[src/rtl/mal_pkg.sv]
package mal_pkg;

    typedef enum logic [1:0] {
        ST_EMPTY   = 2'd0,
        ST_HOLD_LO = 2'd1,
        ST_HOLD_HI = 2'd2
    } mal_state_e;

    // Held-byte bit positions; neighbours decode these, so they are fixed.
    localparam int POS_A8   = 0;
    localparam int POS_A10  = 2;
    localparam int POS_BK1K = 2;
    localparam int POS_BK2K = 3;
    localparam int POS_RAM  = 5;

endpackage

[src/rtl/mal_strobe_fsm.sv]
module mal_strobe_fsm
    import mal_pkg::*;
(
    input  logic       clk,
    input  logic       rst_n,
    input  logic       strb,
    output mal_state_e state,
    output logic       capture,
    output logic       held_valid
);

    mal_state_e state_nx;

    always_ff @(posedge clk or negedge rst_n) begin
        if (!rst_n) begin
            state <= ST_EMPTY;
        end else begin
            state <= state_nx;
        end
    end

    always_comb begin
        state_nx   = state;
        capture    = 1'b0;
        held_valid = 1'b1;
        unique case (state)
            ST_EMPTY: begin
                held_valid = 1'b0;
                if (strb) begin
                    capture  = 1'b1;
                    state_nx = ST_HOLD_HI;
                end
            end
            ST_HOLD_LO: begin
                if (strb) begin
                    capture  = 1'b1;
                    state_nx = ST_HOLD_HI;
                end
            end
            ST_HOLD_HI: begin
                if (!strb) begin
                    state_nx = ST_HOLD_LO;
                end
            end
            default: begin
                held_valid = 1'b0;
                state_nx   = ST_EMPTY;
            end
        endcase
    end

    // a capture always leaves the machine waiting for the strobe to fall
    assert_capture_to_hi_R1: assert property (@(posedge clk) disable iff (!rst_n)
        capture |=> (state == ST_HOLD_HI));

    // while the strobe stays high after a capture, no second capture
    assert_no_recapture_R1: assert property (@(posedge clk) disable iff (!rst_n)
        (state == ST_HOLD_HI && strb) |-> !capture);

endmodule

[src/rtl/mal_capture.sv]
module mal_capture #(
    parameter int ADDR_W = 8
) (
    input  logic              clk,
    input  logic              rst_n,
    input  logic              capture,
    input  logic [ADDR_W-1:0] addr_in,
    output logic [ADDR_W-1:0] held
);

    always_ff @(posedge clk or negedge rst_n) begin
        if (!rst_n) begin
            held <= '0;
        end else if (capture) begin
            held <= addr_in;
        end
    end

    // the held byte changes only at a capture edge
    assert_hold_stable_R1: assert property (@(posedge clk) disable iff (!rst_n)
        !capture |=> $stable(held));

endmodule

[src/rtl/mal_rom_decode.sv]
module mal_rom_decode #(
    parameter int NUM_ROM = 4,
    parameter int SEL_W   = $clog2(NUM_ROM)
) (
    input  logic               en,
    input  logic               bank2k,
    input  logic [SEL_W:0]     win,
    output logic [NUM_ROM-1:0] ce_n
);

    logic [SEL_W-1:0] idx;

    // 1K banks use the low window slice, 2K banks the one above it
    assign idx = bank2k ? win[SEL_W:1] : win[SEL_W-1:0];

    for (genvar g = 0; g < NUM_ROM; g++) begin : g_ce
        assign ce_n[g] = !(en && (idx == SEL_W'(g)));
    end

endmodule

[src/rtl/mal_decoder_top.sv]
module mal_decoder_top
    import mal_pkg::*;
#(
    parameter int ADDR_W  = 8,
    parameter int NUM_ROM = 4,
    parameter int HI_W    = 3
) (
    input  logic               clk,
    input  logic               rst_n,
    input  logic [ADDR_W-1:0]  addr_mux,
    input  logic               strb,
    input  logic               rd_n,
    input  logic               bank2k,
    output logic [HI_W-1:0]    a_hi,
    output logic               ram_sel_n,
    output logic [NUM_ROM-1:0] rom_ce_n
);

    localparam int SEL_W = $clog2(NUM_ROM);

    mal_state_e        state;
    logic              capture;
    logic              held_valid;
    logic [ADDR_W-1:0] held;
    logic              rom_en;

    mal_strobe_fsm u_fsm (
        .clk        (clk),
        .rst_n      (rst_n),
        .strb       (strb),
        .state      (state),
        .capture    (capture),
        .held_valid (held_valid)
    );

    mal_capture #(.ADDR_W(ADDR_W)) u_cap (
        .clk     (clk),
        .rst_n   (rst_n),
        .capture (capture),
        .addr_in (addr_mux),
        .held    (held)
    );

    assign rom_en = held_valid && !rd_n;

    mal_rom_decode #(.NUM_ROM(NUM_ROM)) u_rom (
        .en     (rom_en),
        .bank2k (bank2k),
        .win    (held[POS_BK1K +: SEL_W+1]),
        .ce_n   (rom_ce_n)
    );

    assign a_hi      = held[POS_A8 +: HI_W];
    assign ram_sel_n = !(rst_n && held[POS_RAM]);

    // the rebuilt lines follow the byte present at the capture edge
    assert_ahi_follows_R2: assert property (@(posedge clk) disable iff (!rst_n)
        capture |=> (a_hi == $past(addr_mux[HI_W-1:0])));

    // RAM select follows bit 5 of the captured byte
    assert_ram_sel_R3: assert property (@(posedge clk) disable iff (!rst_n)
        capture |=> (ram_sel_n == !$past(addr_mux[POS_RAM])));

    // read strobe inactive keeps every ROM disabled
    assert_rd_gate_R4: assert property (@(posedge clk) disable iff (!rst_n)
        rd_n |-> (&rom_ce_n));

    // with a byte held and a read, exactly one ROM is enabled
    assert_onehot_ce_R5: assert property (@(posedge clk) disable iff (!rst_n)
        (state != ST_EMPTY && !rd_n) |-> ($countones(~rom_ce_n) == 1));

    // before the first capture nothing is selected
    assert_empty_idle_R7: assert property (@(posedge clk) disable iff (!rst_n)
        (state == ST_EMPTY) |-> (ram_sel_n && (&rom_ce_n)));

endmodule

[config.mk]
export PLATFORM = sky130hd
export DESIGN_NAME = mal_decoder_top
export DESIGN_NICKNAME = d
export VERILOG_FILES = /design/src/rtl/mal_pkg.sv /design/src/rtl/mal_strobe_fsm.sv /design/src/rtl/mal_capture.sv /design/src/rtl/mal_rom_decode.sv /design/src/rtl/mal_decoder_top.sv
export SDC_FILE = /design/constraint.sdc
export NUM_CORES = 1
export LEC_CHECK = 0
export BUFFER_PORTS_ARGS = -buffer_cell sky130_fd_sc_hd__buf_2
export CORE_AREA = 2 2 39 41
export CTS_CLUSTER_SIZE = 30
export DETAILED_ROUTE_END_ITERATION = 6
export DIE_AREA = 0 0 41 43
export PLACE_DENSITY = 0.73
export SLEW_MARGIN = 20
export SYNTH_ARGS = -nofsm -noshare
export SYNTH_HDL_FRONTEND = slang
export SYNTH_SLANG_ARGS = --single-unit
[constraint.sdc]
create_clock -name clk -period 4 [get_ports clk]
set_clock_uncertainty 0.05 [all_clocks]
set_input_delay 0.4 -clock clk [delete_from_list [all_inputs] [get_ports clk]]
set_output_delay 0.4 -clock clk [all_outputs]
set_load 0.005 [all_outputs]
==> results_dict.tcl <==
set metrics [dict create \
    status "finished clean" \
    crit_type "flop to primary output" \
    overflow 0 \
    synth_top_area_cell "dfrtp_1" \
    synthTopCellsByArea "dfrtp_1, mux2_2, ha_1" \
    clk_pin_slew_worst_paths_ns 0.05 \
    rsz0062_at_grt "no" \
    cts_tree "done" \
    grt_max_degree 10 \
    syn_inst 44 \
    num_rows 14 \
    cts_root_buf "clkbuf_4" \
    syn_avg_cell_area_um2 11.2 \
    yosysSeqAreaShare 0.406 \
    synth_area_um2 493 \
    num_antenna_cells 0 \
    worstSkewPairLatency_ns 0.25 \
    layout_common_cells "buf_2, dfrtp_1, mux2_2" \
    dr.pass1.iters 1 \
    place_congestion 0.691 \
    grt_pass1_wl_um 1230 \
    max_cap_viol_count 0 \
    cellLeakagePower_nw 0.291 \
    layout.nets 83 \
    finalHoldViolations 0 \
    drt-vias-per-instance 4.71 \
    stdcell_count 79 \
    hold_path.class "primary input to flop" \
    synth_cell_type_count 16 \
    finalSetupViolCount 0 \
    cts.sinks 8 \
    antenna_found_initial 0 \
    dp.cells 75 \
    final_layout_size_suffix_gt1_frac 0.492 \
    p_total_uw 396 \
    worst_pin_slew_ns 0.318 \
    nFillCells 140 \
    initial_core_util 0.356 \
    vias 372 \
    clk_path_buf_depth 2 \
    die_area_um2 1760 \
    peakVddDrop_uv 330 \
    ys_warn_count 0 \
    die-height_um 43 \
    drc_errors 0 \
    critPathLaunchType "flop" \
    min_period_over_period 0.542 \
    tns_ns 0 \
    coreArea_um2 1380 \
    synth_fp_nets 62 \
    postCtsSetupRepairBufs 0 \
    cp-end-kind "primary output" \
    arrival_ns 1.72 \
    whs_ns 0.330 \
    io_pins 21 \
    power_density_nw_per_um2 646 \
    worstPathMaxFanout 5 \
    netlist.area_leader.share 0.406 \
    port_buffers 18 \
    max_freq_mhz 461 \
    totalWireLength_um 815 \
    htree_levels 1 \
    die_w_um 41 \
    drt-wirelength-per-cell_um 10.3 \
    grt_usage 0.110 \
    slew_viol_final 0 \
    synthToLayoutAreaGrowth_pct 24.4 \
    critPathRequiredTime_ns 3.55 \
    final_common_cell "buf_2" \
    relSlewSlack 0.788 \
    ys_ff_latch 8 \
    numCtsBuffers 3 \
    ant_nets 0 \
    grt_pass1_vias 321 \
    fin_crit_ns 2.17 \
    drtIter0Drc 0 \
]
cells in the mapped netlist (all sizes together):
cell type and number:
ha 5, dfrtp 8, buf 3, inv 2, and3b 1, mux2 8
o21ai 6, o221ai 1, nand2 3, nor2 2, or3b 1, nor3b 2
nand3 1, nor2b 1
logic make-up (layout without fill, tap and decap cells):
family,count (synthesis),after routing,synth area share
multiplexers,8,8,0.190
buffers and inverters,5,24,0.0609
AND/OR/NAND/NOR,11,11,0.129
adder cells (fa/ha/maj),5,5,0.127
AO/OA/AOI/OAI,7,7,0.0863
flip-flops,8,8,0.406
worst max-delay path: stages, from the launching register on:
cell and delay (ns):
dfrtp_1 0.41, inv_1 0.09, ha_1 0.28, nor2b_1 0.20, or3b_1 0.35, buf_2 0.13
power breakdown:
group	switching [mW]	internal (mW)	leakage, nW
clock	0.0264	0.0343	0.0138
combinational	0.0747	0.104	0.182
sequential	0.0346	0.122	0.0956
layout make-up:
| class | count | area, um2 | area share |
|---|---|---|---|
| Timing Repair Buffer | 19 | 100 | 0.163 |
| Multi-Input combinational cell | 31 | 263 | 0.429 |
| Sequential cell | 8 | 200 | 0.327 |
| Tap cell | 16 | 20.0 | 0.0327 |
| Clock buffer | 3 | 22.5 | 0.0367 |
| Inverter | 2 | 7.51 | 0.0122 |
sequential cells by signal, indices dropped and copies added, names as in the netlist:
signal,count
u_fsm.state,2
u_cap.held,6
stage by stage:
step | setup slack (ns) | instance area [um2] | utilization
floorplan | 2.29 | 493 | -
global placement | 2.11 | 581 | 0.420
detailed placement | 2.10 | 581 | 0.420
CTS | 1.82 | 613 | 0.443
global route | 1.72 | 613 | 0.443
finish | 1.83 | 613 | 0.443
worst paths after layout:
kind	start	endpoint	slack, ns	cells after the start
max	u_fsm.state[1]$_DFFE_PN0P_	rom_ce_n[0]	1.83	5
min	addr_mux[5]	u_cap.held[5]$_DFFE_PN0P_	0.33	2
max reg2reg	u_fsm.state[1]$_DFFE_PN0P_	u_cap.held[0]$_DFFE_PN0P_	2.42	4
min reg2reg	u_cap.held[1]$_DFFE_PN0P_	u_cap.held[1]$_DFFE_PN0P_	0.45	1
max in group asynchronous	rst_n	u_cap.held[3]$_DFFE_PN0P_	3.25	2
min in group asynchronous	rst_n	u_cap.held[4]$_DFFE_PN0P_	0.48	2
routing by layer:
layer,GRT usage,share of wire
met1,0.148,0.45
met2,0.134,0.46
met3,0.0471,0.088
met4,0.0800,0
met5,0,0
repair_timing:
item,4_1_cts,5_1_grt
resized for setup,0,0
hold endpoints to repair,8,0
hold buffers,1,0
endpoints found under the setup margin,0,0
No activity file was read; power rests on OpenSTA's default activity.
